<file path="src/rtl/irqc_pkg.sv">
package irqc_pkg;

    localparam int NUM_SRC = 13;
    localparam int ID_W    = $clog2(NUM_SRC + 1);
    localparam int MASK_W  = 16;

    typedef struct packed {
        logic [NUM_SRC:1][7:0] ctrl;
        logic [MASK_W-1:0]     mask;
        logic [MASK_W-1:0]     pend;
        logic [7:0]            wdog_vec;
        logic [7:0]            ser0_vec;
        logic [7:0]            ser1_vec;
        logic [2:0]            level;
        logic [7:0]            vector;
    } irqc_state_t;

    // Reset contents of the control byte for one line.
    function automatic logic [7:0] ctrl_reset(input int src);
        if (src <= 7)       return 8'(src * 4);
        else if (src == 8)  return 8'h1C;
        else if (src <= 11) return 8'h80;
        else                return 8'h00;
    endfunction

    function automatic irqc_state_t state_reset();
        irqc_state_t s;
        s = '0;
        for (int i = 1; i <= NUM_SRC; i++) s.ctrl[i] = ctrl_reset(i);
        s.mask     = 16'h3FFE;
        s.wdog_vec = 8'h0F;
        return s;
    endfunction

endpackage

</file>
<file path="src/rtl/irqc_arbiter.sv">
module irqc_arbiter #(
    parameter int N        = 13,
    parameter int IDW      = 4,
    parameter int MIN_PRIO = 4
) (
    input  logic [N:1]      active,
    input  logic [N:1][7:0] ctrl,
    output logic            hit,
    output logic [IDW-1:0]  win_id,
    output logic [7:0]      win_ctrl
);
    logic [4:0] best;

    always_comb begin
        best     = '0;
        win_id   = '0;
        win_ctrl = '0;
        // Strictly greater: the lowest line keeps a tie.
        for (int i = 1; i <= N; i++) begin
            if (active[i] && (ctrl[i][4:0] > best)) begin
                best     = ctrl[i][4:0];
                win_id   = IDW'(i);
                win_ctrl = ctrl[i];
            end
        end
        hit = (best >= 5'(MIN_PRIO));
    end
endmodule

</file>
<file path="src/rtl/irqc_vecsel.sv">
module irqc_vecsel #(
    parameter int         IDW       = 4,
    parameter int         AUTO_BASE = 24,
    parameter logic [7:0] DFLT_VEC  = 8'h0F,
    parameter int         WDOG_SRC  = 8,
    parameter int         SER0_SRC  = 12,
    parameter int         SER1_SRC  = 13
) (
    input  logic           hit,
    input  logic [IDW-1:0] win_id,
    input  logic [7:0]     win_ctrl,
    input  logic [7:0]     wdog_vec,
    input  logic [7:0]     ser0_vec,
    input  logic [7:0]     ser1_vec,
    output logic [2:0]     level,
    output logic [7:0]     vector
);
    always_comb begin
        level  = hit ? win_ctrl[4:2] : 3'd0;
        vector = 8'h00;
        if (hit) begin
            if (win_ctrl[7])                     vector = 8'(AUTO_BASE) + 8'(level);
            else if (win_id == IDW'(WDOG_SRC))   vector = wdog_vec;
            else if (win_id == IDW'(SER0_SRC))   vector = ser0_vec;
            else if (win_id == IDW'(SER1_SRC))   vector = ser1_vec;
            else                                 vector = DFLT_VEC;
        end
    end
endmodule

</file>
<file path="src/rtl/irq_prio_ctrl.sv">
module irq_prio_ctrl
    import irqc_pkg::*;
#(
    parameter int         MIN_PRIO  = 4,
    parameter int         AUTO_BASE = 24,
    parameter logic [7:0] DFLT_VEC  = 8'h0F
) (
    input  logic               clk,
    input  logic               rst_n,
    input  logic [NUM_SRC:1]   irq_in,
    input  logic [7:0]         bus_addr,
    input  logic               bus_we,
    input  logic [7:0]         bus_wdata,
    output logic [7:0]         bus_rdata,
    output logic [2:0]         irq_level,
    output logic [7:0]         irq_vector
);
    localparam logic [7:0] A_MASK_LO = 8'h10;
    localparam logic [7:0] A_MASK_HI = 8'h11;
    localparam logic [7:0] A_PEND_LO = 8'h12;
    localparam logic [7:0] A_PEND_HI = 8'h13;
    localparam logic [7:0] A_WDOG    = 8'h14;
    localparam logic [7:0] A_SER0    = 8'h15;
    localparam logic [7:0] A_SER1    = 8'h16;
    localparam int         PAD_W     = MASK_W - NUM_SRC - 1;

    irqc_state_t s_d, s_q;

    logic [NUM_SRC:1] active;
    logic             hit;
    logic [ID_W-1:0]  win_id;
    logic [7:0]       win_ctrl;
    logic [2:0]       level_nx;
    logic [7:0]       vector_nx;

    assign active = irq_in & ~s_q.mask[NUM_SRC:1];

    irqc_arbiter #(.N(NUM_SRC), .IDW(ID_W), .MIN_PRIO(MIN_PRIO)) u_arb (
        .active   (active),
        .ctrl     (s_q.ctrl),
        .hit      (hit),
        .win_id   (win_id),
        .win_ctrl (win_ctrl)
    );

    irqc_vecsel #(.IDW(ID_W), .AUTO_BASE(AUTO_BASE), .DFLT_VEC(DFLT_VEC)) u_vec (
        .hit      (hit),
        .win_id   (win_id),
        .win_ctrl (win_ctrl),
        .wdog_vec (s_q.wdog_vec),
        .ser0_vec (s_q.ser0_vec),
        .ser1_vec (s_q.ser1_vec),
        .level    (level_nx),
        .vector   (vector_nx)
    );

    always_comb begin
        s_d        = s_q;
        s_d.pend   = {{PAD_W{1'b0}}, irq_in, 1'b0};
        s_d.level  = level_nx;
        s_d.vector = vector_nx;
        if (bus_we) begin
            for (int i = 1; i <= NUM_SRC; i++)
                if (bus_addr == 8'(i - 1)) s_d.ctrl[i] = bus_wdata;
            case (bus_addr)
                A_MASK_LO: s_d.mask[7:0]  = bus_wdata;
                A_MASK_HI: s_d.mask[15:8] = bus_wdata;
                A_WDOG:    s_d.wdog_vec   = bus_wdata;
                A_SER0:    s_d.ser0_vec   = bus_wdata;
                A_SER1:    s_d.ser1_vec   = bus_wdata;
                default:   ;
            endcase
        end
    end

    always_ff @(posedge clk or negedge rst_n) begin
        if (!rst_n) s_q <= state_reset();
        else        s_q <= s_d;
    end

    always_comb begin
        bus_rdata = 8'h00;
        for (int i = 1; i <= NUM_SRC; i++)
            if (bus_addr == 8'(i - 1)) bus_rdata = s_q.ctrl[i];
        case (bus_addr)
            A_MASK_LO: bus_rdata = s_q.mask[7:0];
            A_MASK_HI: bus_rdata = s_q.mask[15:8];
            A_PEND_LO: bus_rdata = s_q.pend[7:0];
            A_PEND_HI: bus_rdata = s_q.pend[15:8];
            A_WDOG:    bus_rdata = s_q.wdog_vec;
            A_SER0:    bus_rdata = s_q.ser0_vec;
            A_SER1:    bus_rdata = s_q.ser1_vec;
            default:   ;
        endcase
    end

    assign irq_level  = s_q.level;
    assign irq_vector = s_q.vector;


    win_active_chk: assert property (@(posedge clk) disable iff (!rst_n)
        hit |-> (win_id >= ID_W'(1) && win_id <= ID_W'(NUM_SRC) && active[win_id]));


    idle_quiet_chk: assert property (@(posedge clk) disable iff (!rst_n)
        (active == '0) |=> (irq_level == 3'd0 && irq_vector == 8'h00));


    zero_level_vec_chk: assert property (@(posedge clk) disable iff (!rst_n)
        (irq_level == 3'd0) |-> (irq_vector == 8'h00));


    autovec_chk: assert property (@(posedge clk) disable iff (!rst_n)
        (hit && win_ctrl[7]) |=> (irq_vector == 8'(AUTO_BASE) + 8'(irq_level)));
endmodule

</file>
<file path="config.mk">
export PLATFORM = sky130hd
export DESIGN_NAME = irq_prio_ctrl
export DESIGN_NICKNAME = d
export VERILOG_FILES = /design/src/rtl/irqc_pkg.sv /design/src/rtl/irqc_arbiter.sv /design/src/rtl/irqc_vecsel.sv /design/src/rtl/irq_prio_ctrl.sv
export SDC_FILE = /design/constraint.sdc
export NUM_CORES = 1
export LEC_CHECK = 0
export ABC_AREA = 1
export BUFFER_PORTS_ARGS = -buffer_cell sky130_fd_sc_hd__buf_2
export CAP_MARGIN = 5
export CORE_MARGIN = 4
export CORE_UTILIZATION = 55
export DETAILED_ROUTE_END_ITERATION = 7
export GPL_TIMING_DRIVEN = 0
export PLACE_DENSITY = 0.73
export SKIP_LAST_GASP = 1
export SLEW_MARGIN = 20
export SYNTH_ARGS = -nofsm -noshare
export SYNTH_HDL_FRONTEND = slang
export SYNTH_SLANG_ARGS = --single-unit
export TNS_END_PERCENT = 1
</file>
<file path="constraint.sdc">
create_clock -name clk -period 26.2 [get_ports clk]
set_input_delay 2.62 -clock clk [delete_from_list [all_inputs] [get_ports clk]]
set_output_delay 2.62 -clock clk [all_outputs]
set_load 0.03 [all_outputs]
</file>
## Word level (Yosys, flattened, before mapping)

Index checks and enable logic that the tools add are counted.

- Bits in registers: 168
- Input bits: 32
- Logic and storage cells: 151

- Add/subtract/negate cells: 1
- Order comparisons: 14
- Eq/ne operators: 22
- Multiplexer cells: 59
- Bitwise gates (word level): 2
- Reduce and logical (&&, ||, !) cells: 32

Operator list:

| kind | number |
|---|---|
| two-way mux 8 bit | 31 |
| two-way mux 5 bit | 13 |
| > comparator 5 bit | 12 |
| equality test 8 x 5 -> 1 bit, second input constant | 7 |
| case mux 8 bit (7 select lines) | 1 |
| equality test 8 x 4 -> 1 bit, second input constant | 5 |
| AND reduction 2 bit | 18 |
| equality test 8 x 3 -> 1 bit, second input constant | 4 |
| two-way mux 4 bit | 6 |
| equality test 8 x 2 -> 1 bit, second input constant | 2 |
| two-way mux 3 bit | 5 |
| AND 13 bit | 1 |
| logical AND 1 bit | 13 |
| inverter 13 bit | 1 |
| equality test 4 bit, second input constant | 3 |
| equality test 8 x 1 -> 1 bit, second input constant | 1 |
| logical NOT 8 bit | 1 |
| adder 5 x 3 -> 6 bit, first input constant | 1 |
| >= comparator 5 x 3 -> 1 bit, second input constant | 1 |
| > comparator 5 x 1 -> 1 bit, second input constant | 1 |
| two-way mux 2 bit | 2 |
| two-way mux 1 bit | 1 |

## Logic depth before layout (Yosys ltp)

Gate-level depths: netlist of the first run.

- Depth after elaboration: 46
- Depth in mapped cells: 126
- Mapped depth without buffers: 117

## Cells and area by module

A second synthesis of the first run with hierarchy kept.

- Cell total of the unflattened synthesis: 1,556
- Area, all modules: 11,563.6 um^2

Modules (own cells, without submodules):

| module | instances | cells each | area each (um^2) | seq. area each (um^2) |
|---|---|---|---|---|
| irq_prio_ctrl | 1 | 847 | 7,543.5 | 4,247.8 |
| irqc_arbiter | 1 | 629 | 3,619.7 | 0.0 |
| irqc_vecsel | 1 | 80 | 400.4 | 0.0 |

## Worst setup path after synthesis of the first run

No wires, ideal clock.

- Path kind: input to register
- Start point: in irq_in[1] (netlist bit)
- End point: reg s_q (netlist bit irq_vector[0])
- Setup time: 0.071 ns
- Data arrival time: 16.252 ns
- Data required time: 26.129 ns
- Setup slack: 9.877 ns
- Stages: 111
- Cells stage by stage: inv_1 nor2_1 nand2_1 inv_1 nand2_1 ha_1 nand2_1 nor2_2 a21oi_2 nand2_2 buf_6 nand2_1 o21ai_0 ha_1 nand2_1 nor2_1 nand2_1 nand3_1 [... 75 more ...] nand3_1 o311ai_0 nand2_1 inv_1 nand2_1 and2_1 ha_1 nand4_1 o211a_1 nand2_1 clkinv_1 nor2_1 a22oi_1 nand2_4 inv_2 o21ai_1 nand2_1 nor2_1

RTL lines:

| element | RTL line | text |
|---|---|---|
| start, declared | irq_prio_ctrl.sv:10 | `input logic [NUM_SRC:1] irq_in,` |
| end signal, assigned | irq_prio_ctrl.sv:77 | `if (!rst_n) s_q <= state_reset();` |
| end, declared | irq_prio_ctrl.sv:27 | `irqc_state_t s_d, s_q;` |

==> impl_metrics.env, run 1 <==
export IMPL_num_vias=9471
export IMPL_netlist_area_leader_share=0.324
export IMPL_seq_area_um2=4250
export IMPL_fillCellCount=1630
export IMPL_core_um2=18100
export IMPL_yosysSeqAreaShare=0.414
export IMPL_grt_max_degree=93
export IMPL_first_pass_iters=5
export IMPL_reg2reg_from="s_q[69]"
export IMPL_postSynthAreaPerCell_um2=7.53
export IMPL_grt_pass1_vias=8588
export IMPL_layout_common_cells="nand2_1, o21ai_0, dfrtp_1"
export IMPL_slowest_stage="nor2_1"
export IMPL_layout_commonest_cell="nand2_1"
export IMPL_clk_latency_ps=430
export IMPL_crit_fanout=10
export IMPL_grt_pass1_wl_um=45500
export IMPL_grt_overflow_total=0
export IMPL_place_ws_ps=6960
export IMPL_numCtsBuffers=17
export IMPL_numPortBuffers=49
export IMPL_vias_per_cell=5.65
export IMPL_syn2layout_area_growth_pct=11.0
export IMPL_timing_fmax_ghz=0.0525
export IMPL_antenna_found_initial=2
export IMPL_min_from="s_q[120]"
export IMPL_relSlewSlack=0.225
export IMPL_cpPeakStageDelay_ps=520
export IMPL_wl_per_cell_um=17.1
export IMPL_end_kind="flop"
export IMPL_status="finished, final reports clean"
export IMPL_antenna_cells=0
export IMPL_grt_setup_unrepaired="false"
export IMPL_drtIter0Drc=1031
export IMPL_maxCapViolations=0
export IMPL_synthTopCellsByArea="dfrtp_1, nand2_1, o21ai_0, dfstp_2, ha_1"
export IMPL_startpoint="irq_in[1]"
export IMPL_ys_ff_latch=168
export IMPL_cts_tree="done"
export IMPL_cts_max_path_buffers=2
export IMPL_hpwl_um=21700
export IMPL_setup_viol=0
export IMPL_fin_nets=1509
export IMPL_hold_end="s_q[120]"
export IMPL_multi_input_area_um2=5180
export IMPL_cts_max_level=4
export IMPL_cts_hold_fix_buffers=0
export IMPL_reg2regPathDepth=107
export IMPL_worst_slew_pin_slew_ps=1150
export IMPL_die_y_um=145
export IMPL_clk_pin_slew_worst_paths_ps=60
export IMPL_cts_sink_count=168
export IMPL_path_class="in2reg"
export IMPL_syn_num_nets=1440
export IMPL_hold_viol_final=0
export IMPL_routed_wl_um=28700
export IMPL_die_area_um2=20900
export IMPL_synth_top_cell_by_area="dfrtp_1"
export IMPL_ant_nets=0
export IMPL_worstSetupStartpointType="input pin"
export IMPL_setup_slack_ps=7140
export IMPL_initial_utilization=0.566
export IMPL_finalMaxSlewViolations=0
export IMPL_syn_inst=1364
export IMPL_drc=0
export IMPL_yosysWarnings=0
export IMPL_worstHoldPathType="reg2reg"
export IMPL_mappedNetlistArea_um2=10300
export IMPL_critPathArrivalTime_ps=19410
export IMPL_die_w_um=145
export IMPL_root_buffer="clkbuf_16"
export IMPL_grt_use_total=0.282
export IMPL_critPathRequiredTime_ps=26560
export IMPL_fin_tns_setup_ps=0
export IMPL_fin_crit_sh=0.727
export IMPL_gp_congestion=0.955
export IMPL_yosysUniqueCellTypes=43
export IMPL_ioPinCount=51
export IMPL_ff2ff_setup_slack_ps=8990
export IMPL_r2r_end="irq_vector[1]"
export IMPL_final_setup_skew_ps=5.06
export IMPL_hold_depth=2
export IMPL_drive_gt1_frac=0.147
export IMPL_crit_top_cell="nand2_1"
export IMPL_cts_resized=0
export IMPL_layout_min_cycle_time_ps=19060
export IMPL_placementRows=49
export IMPL_cts_setup_buffers=0
layout make-up:
cell class              instances  share of cell area
multi-input cells             999               0.454
flip-flops and latches        168               0.373
inverters                     147              0.0484
clock buffers                  24              0.0431
plain buffers                  50              0.0255
well taps                     229              0.0251
repair buffers                 50              0.0248
clock inverters                 8             0.00614
sequential cells by signal, summed over array words and instances, names as in the netlist:
register    cells
s_q           157
irq_vector      8
irq_level       3
stage by stage:
step | utilization | cells | hold slack [ps] | instance area, um^2
2_1_floorplan | - | 1364 | 448 | 10300
3_5_place_dp | 0.597 | 1643 | 473 | 10800
4_1_cts | 0.628 | 1675 | 488 | 11400
6_report | 0.628 | 1675 | 486 | 11400
3_3_place_gp | 0.595 | 1642 | 465 | 10800
5_1_grt | 0.628 | 1675 | 507 | 11400
synth_stat cells, drive strengths merged:
library cell and n:
nor4 1, clkbuf 29, ha 44, clkinv 5
nand4 22, dfstp 35, nand2 450, and2 4
a22oi 1, a32o 5, nor3 7, nand3 83
a221oi 6, nor2 87, o2111ai 8, a31oi 3
o21ai 188, a211oi 8, o311ai 1, buf 21
o21bai 9, mux2 3, o221ai 4, a21oi 31
a2111oi 1, o211ai 2, nand3b 21, a22o 2
o22ai 7, o211a 1, dfrtp 133, inv 142
layer usage:
metal  wire length (um)  global-route usage  vias up
met1              13200               0.415     4441
met3               2180              0.0638       47
met2              12700               0.419      333
li1                   -                   -     4646
met4                575              0.0830        4
met5                 27                   0        -
logic make-up after synthesis:
kind of cell    synth area share
compound gates             0.154
fa+ha+maj                 0.0536
buf+inv                   0.0820
flops                      0.414
mux                      0.00329
simple gates               0.293
worst max-delay path: cells and delay by family:
kind                     cells  cell delay (ps)
adder cells (fa/ha/maj)     12             3720
buffers and inverters       19             2580
AO/OA/AOI/OAI               18             3910
AND/OR/NAND/NOR             59             6570
worst max path at each step:
stage,end,slack [ps]
after floorplan,irq_vector[0],9880
after global placement,irq_vector[1],7160
after detailed placement,irq_vector[1],6960
after CTS,irq_vector[1],7360
after global routing,irq_vector[1],5380
final,irq_vector[1],7140
Power of run 1 is not shown: default switching activity piles up to over one toggle a cycle in this logic, so the estimate is an artifact.
==> inputs of run 2 (changes only) <==
--- a/config.mk
+++ b/config.mk
@@ -5,7 +5,7 @@
 export SDC_FILE = /design/constraint.sdc
 export NUM_CORES = 1
 export LEC_CHECK = 0
-export ABC_AREA = 1
+export ABC_AREA = 0
 export BUFFER_PORTS_ARGS = -buffer_cell sky130_fd_sc_hd__buf_2
 export CAP_MARGIN = 5
 export CORE_MARGIN = 4
==> constraint.sdc (replaced) <==
create_clock -name clk -period 18.3 [get_ports clk]
set_input_delay 1.83 -clock clk [delete_from_list [all_inputs] [get_ports clk]]
set_output_delay 1.83 -clock clk [all_outputs]
set_load 0.03 [all_outputs]
==> impl_metrics.env, run 2 <==
export IMPL_status="complete, but fails checks"
export IMPL_violations="setup timing"
export IMPL_syn_num_nets=1086
export IMPL_seq_area_um2=4250
export IMPL_fillCellCount=1331
export IMPL_setup_slack_ps=-1820
export IMPL_grt_pass1_vias=8973
export IMPL_hpwl_um=22500
export IMPL_critPathRequiredTime_ps=18660
export IMPL_largest_register="s_q"
export IMPL_vias_per_cell=6.48
export IMPL_ioPinCount=51
export IMPL_reg2reg_from="s_q[52]"
export IMPL_grt_max_degree=90
export IMPL_cts_sink_count=168
export IMPL_fin_nets=1241
export IMPL_hold_end="s_q[88]"
export IMPL_crit_buf_inv=15
export IMPL_drc=0
export IMPL_cpPeakStageDelay_ps=540
export IMPL_maxCapViolations=0
export IMPL_end_kind="flop"
export IMPL_r2r_end="irq_vector[1]"
export IMPL_worstSetupStartpointType="input pin"
export IMPL_grt_overflow_total=0
export IMPL_largest_register_ffs=157
export IMPL_netlist_area_leader_share=0.316
export IMPL_layout_common_cells="mux2_2, dfrtp_1, buf_4"
export IMPL_yosysUniqueCellTypes=88
export IMPL_gp_congestion=0.941
export IMPL_crit_top_cell="ha_4"
export IMPL_synth_ff_type="dfrtp_1"
export IMPL_multi_input_area_um2=6750
export IMPL_placementRows=50
export IMPL_root_buffer="clkbuf_16"
export IMPL_layout_commonest_cell="mux2_2"
export IMPL_whs_ps=511
export IMPL_grt_use_total=0.299
export IMPL_synth_top_cell_by_area="dfrtp_1"
export IMPL_num_vias=9147
export IMPL_crit_family="compound AO/OA/AOI/OAI gates"
export IMPL_relSlewSlack=0.294
export IMPL_ir_drop_mv=0.325
export IMPL_cts_tree="done"
export IMPL_synth_most_common_cell="mux2_2"
export IMPL_cts_max_level=4
export IMPL_place_ws_ps=-4020
export IMPL_synth_edf_count=0
export IMPL_hold_viol_final=0
export IMPL_ff2ff_setup_slack_ps=-710
export IMPL_placedInstanceArea_um2=11500
export IMPL_mappedNetlistArea_um2=10500
export IMPL_reg2regPathDepth=101
export IMPL_fin_crit_sh=1.10
export IMPL_timing_fmax_ghz=0.0497
export IMPL_syn_inst=1010
export IMPL_crit_fanout=9
export IMPL_postSynthAreaPerCell_um2=10.4
export IMPL_grt_pass1_wl_um=50100
export IMPL_clk_latency_ps=440
export IMPL_die_area_um2=21500
export IMPL_core_um2=18800
export IMPL_wl_per_cell_um=23.0
export IMPL_clk_pin_slew_worst_paths_ps=60
export IMPL_routed_wl_um=32500
export IMPL_synthTopCellsByCount="mux2_2, dfrtp_1, nand2_1, nor2_1, a21oi_1"
export IMPL_grt_setup_unrepaired="true"
export IMPL_numPortBuffers=47
export IMPL_die_y_um=146
export IMPL_drtIter0Drc=1046
export IMPL_critPathArrivalTime_ps=20480
export IMPL_numCtsBuffers=17
export IMPL_setup_viol=11
export IMPL_antenna_cells=0
export IMPL_cts_max_path_buffers=2
export IMPL_ant_nets=0
export IMPL_yosysWarnings=0
export IMPL_hold_depth=1
export IMPL_final_setup_skew_ps=7.53
export IMPL_antenna_found_initial=1
export IMPL_worst_slew_pin_slew_ps=1050
export IMPL_pwr_density_cell_nw_per_um2=224
export IMPL_synthTopCellsByArea="dfrtp_1, mux2_2, dfstp_2, ha_1, a21oi_1"
export IMPL_die_w_um=146
export IMPL_path_class="in2reg"
export IMPL_initial_utilization=0.562
export IMPL_synthArstFlopShare=1.00
export IMPL_finalMaxSlewViolations=0
export IMPL_syn2layout_area_growth_pct=27.0
export IMPL_layout_min_cycle_time_ps=20120
export IMPL_first_pass_iters=7
export IMPL_worstHoldPathType="reg2reg"
export IMPL_design_area_um2=13400
export IMPL_min_from="s_q[88]"
export IMPL_cts_hold_fix_buffers=0
export IMPL_slowest_stage="or4b_4"
export IMPL_p_leak_nw=5.98
export IMPL_drive_gt1_frac=0.452
export IMPL_yosysSeqAreaShare=0.403
export IMPL_ys_ff_latch=168
==> run 2: changes by cell type after synthesis, moves of 14 or more <==
cell	delta
inv_1	-80
nand3b_1	-17
nor2_1	-14
a22oi_1	+22
mux2i_1	+19
o21ai_0	-155
a222oi_1	+16
a21oi_1	+34
mux2_2	+158
nand2_2	-30
nand2_1	-343
nand3_1	-44
==> run 2: cell type report <==
type                       count  share of cell area
buffer                        50              0.0232
clock buffer                  23              0.0364
clock inverter                 9             0.00850
inverter                      51              0.0143
multi-input combinational    740               0.504
sequential                   168               0.317
tap                          234              0.0219
timing repair buffer         137              0.0746
==> run 2: worst reg2reg max path, delay by kind of cell, from the launching register on <==
kind	cells	cell delay, ps
AO/OA/AOI/OAI	35	6150
AND/OR/NAND/NOR	32	5280
adder cells (fa/ha/maj)	13	3330
multiplexers	7	2010
buffers and inverters	14	1780
flip-flops	1	390
==> run 2: where the power goes <==
part	switching [mW]	internal, mW
Clock	0.150	0.216
Sequential	0.0198	0.410
Combinational	1.14	1.06
Total	1.31	1.69
==> run 2: per-layer routing <==
| metal | up-vias | GRT usage | share of wire |
|---|---|---|---|
| li1 | 4099 | - | - |
| met1 | 4560 | 0.413 | 0.42 |
| met2 | 417 | 0.465 | 0.46 |
| met3 | 69 | 0.0723 | 0.091 |
| met4 | 2 | 0.0992 | 0.030 |
| met5 | - | 0 | 0.00046 |
==> run 2: metrics by stage <==
stage,setup TNS [ps],total power [mW],std cells,util
final,-18840,3.00,1412,0.713
after global routing,-28030,3.18,1412,0.713
after CTS,-14790,2.79,1390,0.694
after detailed placement,-41220,1.99,1292,0.614
after global placement,-39770,1.97,1291,0.611
after floorplan,-14760,1.67,1010,-
==> run 2: kinds of logic after synthesis <==
logic type	share of synthesized area
adder cells (fa/ha/maj)	0.0561
AO/OA/AOI/OAI	0.168
flip-flops	0.403
buffers and inverters	0.0412
AND/OR/NAND/NOR	0.117
XOR/XNOR	0.00997
multiplexers	0.204
==> run 2: timing repair <==
item,4_1_cts,5_1_grt
endpoints found under the setup margin,11,11
setup buffers,66,23
gates resized for setup,73,48
cloned,0,0
pin swaps,77,70
==> run 2: how the worst max path moves through the flow <==
| stage | to | from | cells past startpoint | slack, ps |
|---|---|---|---|---|
| finish | irq_vector[1] | irq_in[1] | 102 | -1820 |
| global route | irq_vector[6] | irq_in[1] | 102 | -2650 |
| CTS | irq_vector[7] | irq_in[1] | 102 | -1430 |
| floorplan | irq_vector[5] | irq_in[1] | 99 | -1460 |
| detailed placement | irq_vector[2] | irq_in[1] | 103 | -4020 |
| global placement | irq_vector[2] | irq_in[1] | 101 | -3890 |
(Power assumes the default switching activity.)
==> inputs of run 3 (changes only) <==
--- a/config.mk
+++ b/config.mk
@@ -5,7 +5,7 @@
 export SDC_FILE = /design/constraint.sdc
 export NUM_CORES = 1
 export LEC_CHECK = 0
-export ABC_AREA = 0
+export ABC_AREA = 1
 export BUFFER_PORTS_ARGS = -buffer_cell sky130_fd_sc_hd__buf_2
 export CAP_MARGIN = 5
 export CORE_MARGIN = 4
@@ -13,6 +13,7 @@
 export DETAILED_ROUTE_END_ITERATION = 7
 export GPL_TIMING_DRIVEN = 0
 export PLACE_DENSITY = 0.73
+export RECOVER_POWER = 25
 export SKIP_LAST_GASP = 1
 export SLEW_MARGIN = 20
 export SYNTH_ARGS = -nofsm -noshare
==> impl_metrics.env, run 3 (synthesis gave the netlist of run 1 again) <==
export IMPL_multi_input_area_um2=5220
export IMPL_end_kind="flop"
export IMPL_gp_congestion=0.955
export IMPL_layout_common_cells="nand2_1, o21ai_0, dfrtp_1"
export IMPL_worstSetupStartpointType="input pin"
export IMPL_antenna_cells=0
export IMPL_hold_depth=2
export IMPL_critPathArrivalTime_ps=17150
export IMPL_largest_register_ffs=157
export IMPL_die_area_um2=20900
export IMPL_whs_ps=484
export IMPL_fillCellCount=1621
export IMPL_ant_nets=0
export IMPL_seq_area_um2=4250
export IMPL_drc=0
export IMPL_grt_max_degree=93
export IMPL_relSlewSlack=-2.26
export IMPL_vias_per_cell=5.66
export IMPL_first_pass_iters=5
export IMPL_layout_min_cycle_time_ps=16780
export IMPL_num_vias=9522
export IMPL_clk_pin_slew_worst_paths_ps=60
export IMPL_fin_crit_sh=0.917
export IMPL_die_w_um=145
export IMPL_path_class="in2reg"
export IMPL_grt_overflow_total=0
export IMPL_final_setup_skew_ps=5.60
export IMPL_grt_use_total=0.282
export IMPL_wl_per_cell_um=17.2
export IMPL_cts_sink_count=168
export IMPL_slowest_stage="ha_1"
export IMPL_grt_pass1_vias=8588
export IMPL_violations="capacitance limit, slew limit"
export IMPL_ioPinCount=51
export IMPL_timing_fmax_ghz=0.0596
export IMPL_crit_fanout=10
export IMPL_antenna_found_initial=2
export IMPL_finalMaxSlewViolations=92
export IMPL_crit_top_cell="nand2_1"
export IMPL_core_um2=18100
export IMPL_drtIter0Drc=985
export IMPL_routed_wl_um=28900
export IMPL_worstHoldPathType="reg2reg"
export IMPL_initial_utilization=0.566
export IMPL_root_buffer="clkbuf_16"
export IMPL_worst_slew_pin_slew_ps=4900
export IMPL_reg2regPathDepth=114
export IMPL_drive_gt1_frac=0.149
export IMPL_critPathRequiredTime_ps=18670
export IMPL_numPortBuffers=49
export IMPL_maxCapViolations=1
export IMPL_setup_slack_ps=1520
export IMPL_layout_commonest_cell="nand2_1"
export IMPL_hpwl_um=21700
export IMPL_die_y_um=145
export IMPL_setup_viol=0
export IMPL_fin_tns_setup_ps=0
export IMPL_cts_tree="done"
export IMPL_numCtsBuffers=17
export IMPL_placementRows=49
export IMPL_status="complete, but fails checks"
export IMPL_fin_nets=1516
export IMPL_largest_register="s_q"
export IMPL_place_ws_ps=-155
export IMPL_syn2layout_area_growth_pct=11.8
export IMPL_hold_viol_final=0
export IMPL_grt_pass1_wl_um=45500
export IMPL_cts_hold_fix_buffers=0
export IMPL_cpPeakStageDelay_ps=320
export IMPL_cts_max_level=4
export IMPL_clk_latency_ps=430
export IMPL_cts_max_path_buffers=2
==> run 3: through the flow <==
stage                     utilization  instance area (um^2)  cells
after floorplan                     -                 10300   1364
after CTS                       0.628                 11400   1675
after detailed placement        0.597                 10800   1643
after global routing            0.633                 11500   1682
final                           0.633                 11500   1682
after global placement          0.595                 10800   1642
==> run 3: final timing paths <==
check / startpoint / end / slack [ps]
max in group asynchronous: rst_n / s_q[23] / 12400
hold reg to reg: s_q[120] / s_q[120] / 480
hold / removal: s_q[120] / s_q[120] / 480
setup reg to reg: s_q[69] / irq_vector[6] / 2580
setup / recovery: irq_in[1] / irq_vector[6] / 1520
min in group asynchronous: rst_n / s_q[76] / 3170
==> run 3: critical path, delay by kind of cell <==
family          cells  cell delay [ps]
compound gates     19             3240
simple gates       66             6350
buf+inv            18             2110
fa+ha+maj          12             3580
==> run 3: area by class of cell <==
type                    count  share of cell area
inverters                 147              0.0484
well taps                 229              0.0250
repair buffers             57              0.0271
plain buffers              50              0.0255
clock buffers              24              0.0428
flip-flops and latches    168               0.370
clock inverters             8             0.00610
multi-input cells         999               0.455
==> run 3: routing by layer <==
metal	GRT usage	up-vias	wire [um]
met4	0.0830	4	676
met3	0.0638	60	2480
li1	-	4658	-
met1	0.415	4415	13000
met2	0.419	385	12800
met5	0	-	27
==> run 3: what timing repair did <==
item                                    4_1_cts  5_1_grt
resized for setup                             0       24
endpoints found under the setup margin        0       11
setup buffers                                 0        7
Power of run 3 is left out for the same reason.
